## src/rtl/spi_irq_pkg.sv

```systemverilog
package spi_irq_pkg;
  localparam int NSRC = 9;

  localparam int B_TXS  = 0;
  localparam int B_RXS  = 1;
  localparam int B_RXTO = 2;
  localparam int B_OVF  = 3;
  localparam int B_TXE  = 4;
  localparam int B_TDMA = 5;
  localparam int B_RDMA = 6;
  localparam int B_IDLE = 7;
  localparam int B_PAR  = 8;

  localparam logic [2:0] A_RAW  = 3'd0;
  localparam logic [2:0] A_MSTS = 3'd1;
  localparam logic [2:0] A_MASK = 3'd2;
  localparam logic [2:0] A_CLR  = 3'd3;
  localparam logic [2:0] A_SET  = 3'd4;
  localparam logic [2:0] A_THR  = 3'd5;

  // Fraction of the FIFO depth selected by a threshold code
  function automatic int unsigned thr_level(input logic [2:0] code, input int unsigned depth);
    case (code)
      3'd0:    return depth / 8;
      3'd1:    return depth / 4;
      3'd2:    return depth / 2;
      3'd3:    return (3 * depth) / 4;
      3'd4:    return (7 * depth) / 8;
      default: return depth / 2;
    endcase
  endfunction
endpackage

```

## src/rtl/spi_irq_regs.sv

```systemverilog
module spi_irq_regs
  import spi_irq_pkg::*;
#(
  parameter int DW = 32
) (
  input  logic            clk,
  input  logic            rst_n,
  input  logic            wr_en,
  input  logic [2:0]      addr,
  input  logic [DW-1:0]   wdata,
  output logic [NSRC-1:0] mask_q,
  output logic [2:0]      tx_code_q,
  output logic [2:0]      rx_code_q,
  output logic [NSRC-1:0] clr_pls,
  output logic [NSRC-1:0] set_pls
);
  logic unused_wdata;
  assign unused_wdata = ^{wdata[DW-1:NSRC]};

  always_ff @(posedge clk) begin
    if (!rst_n) begin
      mask_q    <= '0;
      tx_code_q <= 3'd2;
      rx_code_q <= 3'd2;
    end else if (wr_en) begin
      if (addr == A_MASK) mask_q <= wdata[NSRC-1:0];
      if (addr == A_THR) begin
        tx_code_q <= wdata[2:0];
        rx_code_q <= wdata[6:4];
      end
    end
  end

  assign clr_pls = (wr_en && addr == A_CLR) ? wdata[NSRC-1:0] : '0;
  assign set_pls = (wr_en && addr == A_SET) ? wdata[NSRC-1:0] : '0;
endmodule

```

## src/rtl/spi_irq_detect.sv

```systemverilog
module spi_irq_detect
  import spi_irq_pkg::*;
#(
  parameter int DEPTH = 8,
  localparam int LW = $clog2(DEPTH + 1)
) (
  input  logic            clk,
  input  logic            rst_n,
  input  logic            spi_en,
  input  logic            busy,
  input  logic [LW-1:0]   tx_level,
  input  logic [LW-1:0]   rx_level,
  input  logic [2:0]      tx_code,
  input  logic [2:0]      rx_code,
  input  logic            rx_frame_done,
  input  logic            rx_timeout,
  input  logic            tx_dma_done,
  input  logic            rx_dma_done,
  input  logic            parity_err,
  output logic [NSRC-1:0] evt,
  output logic            rx_push
);
  localparam logic [LW-1:0] FULL = LW'(DEPTH);

  logic [LW-1:0] tx_thr, rx_thr;
  logic busy_q;
  logic evt_tx_srv, evt_rx_srv, evt_ovf, evt_tx_empty, evt_idle, rx_full;

  assign tx_thr = LW'(thr_level(tx_code, DEPTH));
  assign rx_thr = LW'(thr_level(rx_code, DEPTH));

  always_ff @(posedge clk) begin
    if (!rst_n) busy_q <= 1'b0;
    else        busy_q <= busy;
  end

  assign rx_full      = (rx_level >= FULL);
  assign evt_tx_srv   = (tx_level <= tx_thr);
  assign evt_rx_srv   = spi_en && (rx_level >= rx_thr);
  assign evt_ovf      = rx_frame_done && rx_full;
  assign evt_tx_empty = spi_en && (tx_level == '0);
  assign evt_idle     = busy_q && !busy;
  assign rx_push      = rx_frame_done && !rx_full;

  always_comb begin
    evt         = '0;
    evt[B_TXS]  = evt_tx_srv;
    evt[B_RXS]  = evt_rx_srv;
    evt[B_RXTO] = rx_timeout;
    evt[B_OVF]  = evt_ovf;
    evt[B_TXE]  = evt_tx_empty;
    evt[B_TDMA] = tx_dma_done;
    evt[B_RDMA] = rx_dma_done;
    evt[B_IDLE] = evt_idle;
    evt[B_PAR]  = parity_err;
  end

  // the FIFO is never written when it has no room
  p_push_room_r5: assert property (@(posedge clk) disable iff (!rst_n)
    rx_push |-> (rx_level < FULL));

  // idle fires only on a falling busy
  p_idle_edge_r6: assert property (@(posedge clk) disable iff (!rst_n)
    evt_idle |-> $fell(busy));
endmodule

```

## src/rtl/spi_irq_status.sv

```systemverilog
module spi_irq_status
  import spi_irq_pkg::*;
(
  input  logic            clk,
  input  logic            rst_n,
  input  logic [NSRC-1:0] evt,
  input  logic [NSRC-1:0] clr,
  input  logic [NSRC-1:0] set,
  input  logic [NSRC-1:0] mask,
  output logic [NSRC-1:0] raw_q,
  output logic            irq_q
);
  always_ff @(posedge clk) begin
    if (!rst_n) begin
      raw_q <= '0;
      irq_q <= 1'b0;
    end else begin
      raw_q <= (raw_q & ~clr) | set | evt;
      irq_q <= |(raw_q & mask);
    end
  end

  // latched bits survive unless cleared
  p_sticky_r1: assert property (@(posedge clk) disable iff (!rst_n)
    1'b1 |=> ((raw_q & $past(raw_q & ~clr)) == $past(raw_q & ~clr)));

  // an event beats a simultaneous clear
  p_evt_wins_r10: assert property (@(posedge clk) disable iff (!rst_n)
    (|evt) |=> ((raw_q & $past(evt)) == $past(evt)));

  // no request without an enabled source
  p_irq_needs_mask_r9: assert property (@(posedge clk) disable iff (!rst_n)
    irq_q |-> ($past(mask) != '0));
endmodule

```

## src/rtl/spi_irq_agg.sv

```systemverilog
module spi_irq_agg
  import spi_irq_pkg::*;
#(
  parameter int DEPTH = 8,
  parameter int DW    = 32,
  localparam int LW   = $clog2(DEPTH + 1)
) (
  input  logic          clk,
  input  logic          rst_n,
  input  logic          spi_en,
  input  logic          busy,
  input  logic [LW-1:0] tx_level,
  input  logic [LW-1:0] rx_level,
  input  logic          rx_frame_done,
  input  logic          rx_timeout,
  input  logic          tx_dma_done,
  input  logic          rx_dma_done,
  input  logic          parity_err,
  input  logic          bus_wr,
  input  logic [2:0]    bus_addr,
  input  logic [DW-1:0] bus_wdata,
  output logic [DW-1:0] bus_rdata,
  output logic          rx_push,
  output logic          irq
);
  logic [NSRC-1:0] mask_q, clr_pls, set_pls, evt, raw_q, msk_sts;
  logic [2:0] tx_code, rx_code;

  spi_irq_regs #(.DW(DW)) regs_i (
    .clk(clk), .rst_n(rst_n), .wr_en(bus_wr), .addr(bus_addr), .wdata(bus_wdata),
    .mask_q(mask_q), .tx_code_q(tx_code), .rx_code_q(rx_code),
    .clr_pls(clr_pls), .set_pls(set_pls)
  );

  spi_irq_detect #(.DEPTH(DEPTH)) det_i (
    .clk(clk), .rst_n(rst_n), .spi_en(spi_en), .busy(busy),
    .tx_level(tx_level), .rx_level(rx_level), .tx_code(tx_code), .rx_code(rx_code),
    .rx_frame_done(rx_frame_done), .rx_timeout(rx_timeout),
    .tx_dma_done(tx_dma_done), .rx_dma_done(rx_dma_done), .parity_err(parity_err),
    .evt(evt), .rx_push(rx_push)
  );

  spi_irq_status sts_i (
    .clk(clk), .rst_n(rst_n), .evt(evt), .clr(clr_pls), .set(set_pls),
    .mask(mask_q), .raw_q(raw_q), .irq_q(irq)
  );

  assign msk_sts = raw_q & mask_q;

  always_comb begin
    case (bus_addr)
      A_RAW:   bus_rdata = {{(DW-NSRC){1'b0}}, raw_q};
      A_MSTS:  bus_rdata = {{(DW-NSRC){1'b0}}, msk_sts};
      A_MASK:  bus_rdata = {{(DW-NSRC){1'b0}}, mask_q};
      A_THR:   bus_rdata = {{(DW-7){1'b0}}, rx_code, 1'b0, tx_code};
      default: bus_rdata = '0;
    endcase
  end

  // a live masked source raises the request on the next cycle
  p_irq_follows_r9: assert property (@(posedge clk) disable iff (!rst_n)
    (msk_sts != '0) |=> irq);
endmodule

```

## config.mk

```make
export PLATFORM = sky130hd
export DESIGN_NAME = spi_irq_agg
export DESIGN_NICKNAME = d
export VERILOG_FILES = /design/src/rtl/spi_irq_pkg.sv /design/src/rtl/spi_irq_regs.sv /design/src/rtl/spi_irq_detect.sv /design/src/rtl/spi_irq_status.sv /design/src/rtl/spi_irq_agg.sv
export SDC_FILE = /design/constraint.sdc
export NUM_CORES = 1
export LEC_CHECK = 0
export CORE_MARGIN = 10
export CORE_UTILIZATION = 38
export DETAILED_ROUTE_END_ITERATION = 7
export PLACE_DENSITY_LB_ADDON = 0.3
export SETUP_SLACK_MARGIN = 0.5
export SYNTH_ARGS = -nofsm -noshare
export SYNTH_HDL_FRONTEND = slang
export SYNTH_HIERARCHICAL = 1
export SYNTH_SLANG_ARGS = --single-unit
```

## constraint.sdc

```tcl
create_clock -name clk -period 1.4 [get_ports clk]
set_input_delay 0.42 -clock clk [delete_from_list [all_inputs] [get_ports clk]]
set_output_delay 0.42 -clock clk [all_outputs]
set_load 0.05 [all_outputs]
```

Word level (Yosys, flattened, before mapping)
Cells that the tools add are included.

storage, ports and cells
  flip-flop bits (word level) = 26
  input bits = 53
  output and inout port bits = 34

cells by class
  order comparisons = 3
  equal/unequal tests = 11
  muxes and demuxes = 5
  bitwise gates (word level) = 5
  reductions and logical operators = 16

operators by type and width
  operator              count
  $pmux W9 S4           1
  $pmux W3 S4           2
  $and A9 B9 Y9         2
  $mux W9               2
  $or A9 B9 Y9          2
  $eq A3 B2 Y1 const B  4
  $eq A3 B3 Y1 const B  4
  $eq A3 B1 Y1 const B  3
  $logic_not A3 Y1      3
  $not A9 Y9            1
  $reduce_or A9 Y1      1
  $logic_and A1 B1 Y1   7
  $ge A4 B3 Y1          1
  $ge A4 B4 Y1 const B  1
  $le A4 B3 Y1          1
  $logic_not A4 Y1      1
  $reduce_and A2 Y1     2
  $logic_not A1 Y1      2

Depth between registers and ports, before layout
Gate-level depths: netlist of the first run.

  depth after elaboration = 7
  depth in mapped cells = 9

Hierarchy
Netlist of the first run, hierarchy kept.

by module, submodules not included
  module          times used  cells an instance  area an instance (um2)
  spi_irq_regs    1           85                 760.7
  spi_irq_agg     1           61                 469.2
  spi_irq_status  1           43                 386.6
  spi_irq_detect  1           41                 309.0

Least setup slack after synthesis of the first run
OpenSTA, ideal clock, no wires.

  path type = input to output
  start = in bus_addr[1]
  end = out bus_rdata[2]
  data arrival time = 1,840 ps
  data required time = 980 ps
  setup slack = -860 ps
  cell stages on the path = 3
  path buffers = 1
  cells stage by stage = buf_6 mux2i_1 o31ai_1

on the way
  word-level cells in the longest chain between the ends = 2

ends and longest elaborated chain
  item                                  RTL line           RTL
  from (decl)                           spi_irq_agg.sv:20  input logic [2:0] bus_addr,
  $eq A3 B3 Y1 (tied with other cells)  spi_irq_agg.sv:51  case (bus_addr)
  $pmux W9 S4 (*)                       spi_irq_agg.sv:51
  to (decl)                             spi_irq_agg.sv:22  output logic [DW-1:0] bus_rdata,

Mark *: on every way between the ends. The rest lies on a longest branch, timed or not.

Worst setup path after layout of the first run
Same ends and word-level chain as after synthesis.

==> results of run 1 <==
==> logic make-up (layout without fill, tap and decap cells) <==
family          after synthesis  after routing  share of synthesized area (%)
simple gates                 93             95                          27.49
buf+inv                      46             77                          16.76
compound gates               35             35                          12.67
flops                        26             26                          27.03
mux                          23             23                          11.96
fa+ha+maj                     6              6                          3.899
other cells                   1             23                         0.1947
==> critical path: stages <==
cell and delay, ns:
sky130_fd_sc_hd__buf_12 0.11, sky130_fd_sc_hd__buf_12 0.14, sky130_fd_sc_hd__mux2i_2 0.17, sky130_fd_sc_hd__o31ai_4 0.28, sky130_fd_sc_hd__buf_12 0.17
==> state kept, by name, summed over array words and instances (netlist names) <==
signal / cells
det_i/busy_q: 1
regs_i/mask_q: 9
regs_i/rx_code_q: 3
regs_i/tx_code_q: 3
sts_i/irq_q: 1
sts_i/raw_q: 9
==> layer usage <==
metal	track usage (%)	wire, microns
met1	17.74	2631
met2	21.24	2671
met3	2.469	293
met4	4.961	68
met5	0	0
==> worst paths after layout <==
kind                                                        from                                to  cells after the start  slack (ns)
worst max-delay path                                 bus_addr[1]                      bus_rdata[2]                      5       -0.32
worst min-delay path                                 tx_level[0]         sts_i/raw_q[4]$_SDFF_PN0_                      4        0.51
worst max register to register  regs_i/tx_code_q[0]$_SDFFE_PN0P_         sts_i/raw_q[0]$_SDFF_PN0_                      8       -0.05
worst min register to register  regs_i/rx_code_q[0]$_SDFFE_PN0P_  regs_i/rx_code_q[0]$_SDFFE_PN0P_                      2        0.51
==> power by group through the flow <==
stage / logic, uW / registers, uW / clock network [uW]
floorplan: 434 / 816 / 0
global placement: 575 / 821 / 0
detailed placement: 581 / 821 / 0
CTS: 629 / 805 / 640
global route: 694 / 812 / 669
finish: 651 / 807 / 627
==> stage by stage <==
stage / TNS [ns] / utilization [%] / hold slack, ns / setup slack, ns
2_1_floorplan: -1.959 / - / 0.4581 / -0.2260
3_3_place_gp: -19.75 / 54.34 / 0.4850 / -0.8343
3_5_place_dp: -20.48 / 54.34 / 0.4873 / -0.8896
4_1_cts: -2.850 / 60.34 / 0.5107 / -0.3284
5_1_grt: -3.183 / 61.58 / 0.5290 / -0.3533
6_report: -2.792 / 61.58 / 0.5130 / -0.3231
==> layout make-up <==
| type | instances | share of cell area [%] |
|---|---|---|
| clock buffers | 3 | 1.392 |
| clock inverters | 1 | 1.012 |
| inverters | 5 | 0.6326 |
| multi-input cells | 182 | 48.80 |
| flip-flops and latches | 26 | 18.22 |
| well taps | 67 | 2.826 |
| repair buffers | 68 | 27.12 |
==> repair_timing <==
item,in CTS,in global routing
pin swaps,19,17
hold buffers,0,0
cloned,3,0
setup buffers,3,0
hold endpoints to repair,0,0
endpoints found under the setup margin,37,36
resized for setup,77,18
==> layout by cell type (no fill, tap or decap), drive strengths merged <==
master | netlist | routed
buf | 41 | 44
dfxtp | 26 | 26
nand2 | 25 | 25
conb | 1 | 23
mux2i | 23 | 23
and2 | 20 | 20
clkdlybuf4s50 | 0 | 18
nor2 | 15 | 15
nand2b | 13 | 13
a21oi | 13 | 13
o31ai | 7 | 7
ha | 6 | 6
nor2b | 6 | 6
a32oi | 5 | 5
inv | 5 | 5
and4b | 3 | 4
nand3b | 3 | 3
clkbuf | 0 | 3
dlygate4sd2 | 0 | 3
a31oi | 3 | 3
o21ai | 3 | 3
and4bb | 2 | 3
nor3 | 2 | 2
and3b | 1 | 1
and2b | 1 | 1
bufinv | 0 | 1
bufbuf | 0 | 1
nor4 | 1 | 1
clkdlybuf4s15 | 0 | 1
dlymetal6s2s | 0 | 1
nand4b | 1 | 1
a22oi | 1 | 1
a222oi | 1 | 1
a22o | 1 | 1
a221oi | 1 | 1
==> impl_table.tex, run 1 <==
\begin{tabular}{lr}
\hline
Metric & Value \\
\hline
\multicolumn{2}{l}{\textbf{CTS}} \\
Sinks on Clock Net & 26 \\
CTS Buf Count & 3 \\
Clock Tree Buf Depth & 2 \\
\# H-tree levels & 1 \\
Clock insertion delay at the later pin of the skew report & approximately 0.27 ns \\
Clock-pin transition on the worst setup and hold timing paths & roughly 0.1 ns \\
Root Driver & sky130\_fd\_sc\_hd\_\_clkbuf\_8 \\
Clock tree from TritonCTS & done \\
\multicolumn{2}{l}{\textbf{Synthesis}} \\
Seq/Total Area, Yosys & between 20\% and 30\% \\
Library cells used by synthesis & 36 \\
Yosys warns & 6 \\
Cell types occupying the most area after synthesis & sky130\_fd\_sc\_hd\_\_dfxtp\_1 27\%, sky130\_fd\_sc\_hd\_\_buf\_4 12\%, sky130\_fd\_sc\_hd\_\_mux2i\_1 12\%, sky130\_fd\_sc\_hd\_\_and2\_1 6.5\%, sky130\_fd\_sc\_hd\_\_nand2\_1 4.9\% \\
Async set-or-reset flop fraction in the synthesized netlist & 0\% \\
Mean post-synth cell area & about 8.4 sq um \\
Area of the mapped netlist & between 1500 and 2000 sq um \\
Share of Yosys cell area claimed by the top area cell type & a little over a quarter \\
Yosys top cell by area & sky130\_fd\_sc\_hd\_\_dfxtp\_1 \\
Dominant cell by count in the synthesized netlist & sky130\_fd\_sc\_hd\_\_buf\_4 \\
Primary FF master, synth & sky130\_fd\_sc\_hd\_\_dfxtp\_1 \\
Post-synth EDFFs & 0 \\
Flip-flop and latch count after synthesis & 26 \\
Synth cell count leaders & 32 x sky130\_fd\_sc\_hd\_\_buf\_4, 26 x sky130\_fd\_sc\_hd\_\_dfxtp\_1, 25 x sky130\_fd\_sc\_hd\_\_nand2\_1 \\
Cells after Synth & between 200 and 250 \\
\multicolumn{2}{l}{\textbf{Route}} \\
Via count normalized by instance count & 4.912 \\
Via count & $\sim$1700 \\
First-pass iteration count of the detailed router & 4 \\
Post-route antenna net violation count & 0 \\
Count of unresolved DRC violations after routing & 0 \\
Iteration-0 DRC count of the detailed router & $\sim$140 \\
Average wire per standard cell & $\sim$16 microns \\
DRT Wirelength & between 5000 and 6000 microns \\
\multicolumn{2}{l}{\textbf{Floorplan}} \\
Horizontal die dimension & roughly 90 microns \\
Core region area & about 4800 sq um \\
Num rows & 25 \\
IO Count & 87 \\
Initial cell density of the core & between 30\% and 40\% \\
Floorplan die height & 91.19 microns \\
Die outline area & a little over 8000 sq um \\
\multicolumn{2}{l}{\textbf{Setup path}} \\
Critical Path Sink Type & primary output \\
Sort of element at the start of the critical path & input pin \\
Category of the critical setup timing path & input pin to primary output \\
Worst-path fanout max & 11 \\
Critical path required time & roughly 0.98 ns \\
Critical path arrival & roughly 1.3 ns \\
\multicolumn{2}{l}{\textbf{Power}} \\
Part of the total power dissipated in sequential elements & approximately two fifths \\
Total leakage power & 0.001229 uW \\
Switching part of the total & between 30\% and 40\% \\
Overall power of the completed layout & $\sim$2100 uW \\
Relative contribution of the clock network to total power & 30.1\% \\
Fraction of power consumed by combinational cells & between 30 and 40\% \\
Cell Int Power & around 1400 uW \\
Sw Pwr & 658.7 uW \\
Maximum resistive drop on vdd & between 300 and 400 uV \\
Power density relative to cell area & between 700 and 800 nW/um\^{}2 \\
\multicolumn{2}{l}{\textbf{Layout}} \\
Layout area overhead & 54.06\% \\
Register cell area after layout & roughly 540 sq um \\
Finished layout cell area & between 2000 and 3000 sq um \\
Final std cells w/o fill & roughly 350 \\
Footprint of the multi-input gates & 1448 sq um \\
Diode insertion count for antenna repair & 0 \\
Layout fillers & about 410 \\
Fraction of final layout cells sized beyond drive strength 1 & a little under two fifths \\
Nets@finish & $\sim$350 \\
\multicolumn{2}{l}{\textbf{Placed design}} \\
Detailed placer's ending HPWL & 4161 microns \\
Area after DPL & 2618 sq um \\
Placed Cells & 342 \\
Total of buffers placed on input and output ports & 40 \\
Final weighted congestion in routability-driven placement & between 0.7 and 0.8 \\
\multicolumn{2}{l}{\textbf{Status}} \\
Violated checks & setup timing \\
Status & finished with violations \\
\multicolumn{2}{l}{\textbf{Timing}} \\
Final clock period utilization by the worst path & 123.1\% \\
Setup-failing EPs final & 10 \\
Slew Limit Fails & 0 \\
Highest clock rate & 580.3 MHz \\
Worst path setup slack after routing & -0.3231 ns \\
Final number of hold-violating endpoints & 0 \\
Unrepaired setup endpoints after global routing & true \\
Worst clock skew & approximately 0.0048 ns \\
Clock period minus worst slack & $\sim$1.7 ns \\
\multicolumn{2}{l}{\textbf{Run}} \\
Max Cap Viol & 0 \\
\multicolumn{2}{l}{\textbf{Hold path}} \\
Worst hold path type & input pin to flip-flop \\
\multicolumn{2}{l}{\textbf{Global route}} \\
Via count of the first global-routing pass & 1814 \\
Pin count of the biggest net entering global routing & 16 \\
Number of antenna violations at the first check in global routing & 0 \\
Global routing usage summed across all routing layers & around 13\% \\
Remaining Overflow, GRT & 0 \\
Global-route wire length before repair & about 9500 microns \\
\hline
\end{tabular}
Power figures use the tool's default switching activity.
==> run 2, diff against run 1 <==
- CORE_UTILIZATION: 38 -> 25
==> run 2 against run 1 <==
  * The run still ends with setup timing left
  * Fmax grew 0.12%
  * Combinational power is 1% lower
  * Via count shrank 0.64%
  * Hold slack worse by 0.0064 ns
  * Final cell count up 8.5%
  * Clock skew is essentially flat
  * Power fell by 6.5%
==> impl_table.tex, run 2 (same netlist as run 1, synthesis figures left out) <==
\begin{tabular}{lr}
\hline
Metric & Value \\
\hline
\multicolumn{2}{l}{\textbf{Floorplan}} \\
Num rows & 31 (+24\%) \\
Initial cell density of the core & 26.13\% (-14 points) \\
Die outline area & 11610 sq um (+40\%) \\
Core region area & 7370 sq um (+53\%) \\
IO Count & 87 (unchanged) \\
Floorplan die height & 107.8 microns (+18\%) \\
Horizontal die dimension & 107.8 microns (+18\%) \\
\multicolumn{2}{l}{\textbf{Layout}} \\
Diode insertion count for antenna repair & 0 (unchanged) \\
Commonest cells after routing, fill and taps aside & 23 x sky130\_fd\_sc\_hd\_\_mux2i\_1, 23 x sky130\_fd\_sc\_hd\_\_conb\_1, 21 x sky130\_fd\_sc\_hd\_\_nand2\_1 \\
Fraction of final layout cells sized beyond drive strength 1 & 34.28\% (-3.6 points) \\
Footprint of the multi-input gates & 1431 sq um (-1.1\%) \\
Finished layout cell area & 2943 sq um (-0.80\%) \\
Layout fillers & 748 (+84\%) \\
Register cell area after layout & 540.5 sq um (unchanged) \\
Nets@finish & 343 (-0.58\%) \\
Layout area overhead & 52.83\% \\
Registers with the most flip-flops & regs\_i/mask\_q: 9 flops, sts\_i/raw\_q: 9 flops \\
\multicolumn{2}{l}{\textbf{Run}} \\
Max Cap Viol & 0 (unchanged) \\
\multicolumn{2}{l}{\textbf{Power}} \\
Overall power of the completed layout & 1950 uW (-6.5\%) \\
Maximum resistive drop on vdd & 376.2 uV (-0.96\%) \\
Cell Int Power & 1286 uW (-9.9\%) \\
Relative contribution of the clock network to total power & 25.8\% (-4.3 points) \\
Fraction of power consumed by combinational cells & 32.9\% (+1.7 points) \\
Power density relative to cell area & 662.5 nW/um\^{}2 (-5.7\%) \\
Total leakage power & 0.001192 uW (-3.0\%) \\
Part of the total power dissipated in sequential elements & 41.3\% (+2.6 points) \\
Switching part of the total & 34.06\% (+2.5 points) \\
Sw Pwr & 664.1 uW (+0.82\%) \\
\multicolumn{2}{l}{\textbf{Setup path}} \\
Worst-path fanout max & 5 (-6) \\
Sort of element at the start of the critical path & input pin \\
Critical path arrival & 1.30 ns (about the same) \\
Number of cells on the worst reg-to-reg path & 9 (+1) \\
Critical path required time & 0.98 ns (about the same) \\
Category of the critical setup timing path & input pin to primary output \\
Critical Path Sink Type & primary output \\
Worst R2R Start & regs\_i/tx\_code\_q[0]\$\_SDFFE\_PN0P\_ \\
Endpoint of the worst register-to-register path & sts\_i/raw\_q[0]\$\_SDFF\_PN0\_ \\
Worst reg-to-reg setup slack & -0.03 ns (+0.02 ns) \\
\multicolumn{2}{l}{\textbf{CTS}} \\
Clock-pin transition on the worst setup and hold timing paths & 0.10 ns (about the same) \\
Clock insertion delay at the later pin of the skew report & 0.27 ns (about the same) \\
Sinks on Clock Net & 26 (unchanged) \\
Clock Tree Buf Depth & 2 (unchanged) \\
Root Driver & sky130\_fd\_sc\_hd\_\_clkbuf\_8 \\
\# H-tree levels & 1 (unchanged) \\
Hold-fix buffer count after cts & 0 (unchanged) \\
Clock tree from TritonCTS & done \\
CTS Buf Count & 3 (unchanged) \\
\multicolumn{2}{l}{\textbf{Route}} \\
Via count normalized by instance count & 4.497 (-8.4\%) \\
Count of unresolved DRC violations after routing & 0 (unchanged) \\
Via count & 1718 (-0.64\%) \\
Average wire per standard cell & 15.03 microns (-6.6\%) \\
Iteration-0 DRC count of the detailed router & 80 (-44\%) \\
First-pass iteration count of the detailed router & 4 (unchanged) \\
Post-route antenna net violation count & 0 (unchanged) \\
DRT Wirelength & 5740 microns (+1.3\%) \\
\multicolumn{2}{l}{\textbf{Timing}} \\
Post-Route Hold Slack & 0.5066 ns (-0.006433 ns) \\
Setup-failing EPs final & 10 (unchanged) \\
Unrepaired setup endpoints after global routing & true \\
Summed negative setup slack over all endpoints & -2.733 ns (+0.05904 ns) \\
Worst path setup slack after routing & -0.3210 ns (+0.002084 ns) \\
Final clock period utilization by the worst path & 122.9\% (-0.15 points) \\
Final number of hold-violating endpoints & 0 (unchanged) \\
Slew Limit Fails & 0 (unchanged) \\
Clock period minus worst slack & 1.721 ns (-0.002084 ns) \\
Highest clock rate & 581.0 MHz (+0.12\%) \\
Worst clock skew & 0.004436 ns (-0.0003165 ns) \\
\multicolumn{2}{l}{\textbf{Status}} \\
Violated checks & setup timing \\
Status & finished with violations \\
\multicolumn{2}{l}{\textbf{Global route}} \\
Global-route wire length before repair & 9501 microns (+0.44\%) \\
Via count of the first global-routing pass & 1829 (+0.83\%) \\
Number of antenna violations at the first check in global routing & 0 (unchanged) \\
Pin count of the biggest net entering global routing & 15 (-1) \\
Remaining Overflow, GRT & 0 (unchanged) \\
Global routing usage summed across all routing layers & 10.03\% (-3.4 points) \\
\multicolumn{2}{l}{\textbf{Hold path}} \\
Startpoint of the lowest-slack hold path & sts\_i/raw\_q[3]\$\_SDFF\_PN0\_ \\
Hold path cells & 2 (-2) \\
Worst hold path type & flip-flop to flip-flop \\
Hold-critical path endpoint & sts\_i/raw\_q[3]\$\_SDFF\_PN0\_ \\
\multicolumn{2}{l}{\textbf{Placed design}} \\
Area after DPL & 2650 sq um (+1.2\%) \\
Place WS & -0.8978 ns (-0.008133 ns) \\
Final weighted congestion in routability-driven placement & 0.8124 (+2.5\%) \\
Total of buffers placed on input and output ports & 40 (unchanged) \\
Detailed placer's ending HPWL & 4265 microns (+2.5\%) \\
\hline
\end{tabular}
-- run 2: stage by stage --
stage / std cells / util, %
2_1_floorplan: 252 / -
3_3_place_gp: 373 / 35.96
3_5_place_dp: 373 / 35.96
4_1_cts: 381 / 39.32
5_1_grt: 382 / 39.93
6_report: 382 / 39.93
-- run 2: critical path: stages --
cell                      delay, ns
sky130_fd_sc_hd__buf_8         0.10
sky130_fd_sc_hd__and3b_2       0.27
sky130_fd_sc_hd__a32oi_2       0.22
sky130_fd_sc_hd__o31ai_4       0.13
sky130_fd_sc_hd__buf_12        0.16
-- run 2: cell type report --
type,count,area share (%)
clock buffers,4,1.871
inverters,5,0.6378
multi-input cells,182,48.64
flip-flops and latches,26,18.37
well taps,99,4.209
repair buffers,66,26.28
-- run 2: worst max-delay path by stage --
stage	start	endpoint	slack [ns]	cells after the start
floorplan	bus_addr[0]	bus_rdata[8]	-0.23	4
global placement	bus_addr[1]	bus_rdata[2]	-0.87	5
detailed placement	bus_addr[1]	bus_rdata[6]	-0.90	5
CTS	bus_addr[0]	bus_rdata[6]	-0.32	5
global route	bus_addr[0]	bus_rdata[3]	-0.36	6
finish	bus_addr[0]	bus_rdata[5]	-0.32	5
-- run 2: power groups by stage --
stage	registers [uW]	logic (uW)	clock network [uW]
2_1_floorplan	816	434	0
3_3_place_gp	820	582	0
3_5_place_dp	819	590	0
4_1_cts	806	630	511
5_1_grt	808	687	549
6_report	805	642	503
-- run 2: repair_timing --
action | CTS | global route
setup endpoints to repair | 37 | 36
cloned | 3 | 0
buffers inserted | 1 | 1
resized for setup | 75 | 11
pin swaps | 14 | 9
-- run 2: metal layers --
metal | vias up | track usage [%] | wire [microns]
li1 | 860 | - | -
met1 | 803 | 12.01 | 2436
met2 | 49 | 17.69 | 2825
met3 | 6 | 2.635 | 433
met4 | 0 | 1.622 | 45
met5 | - | 0 | 0
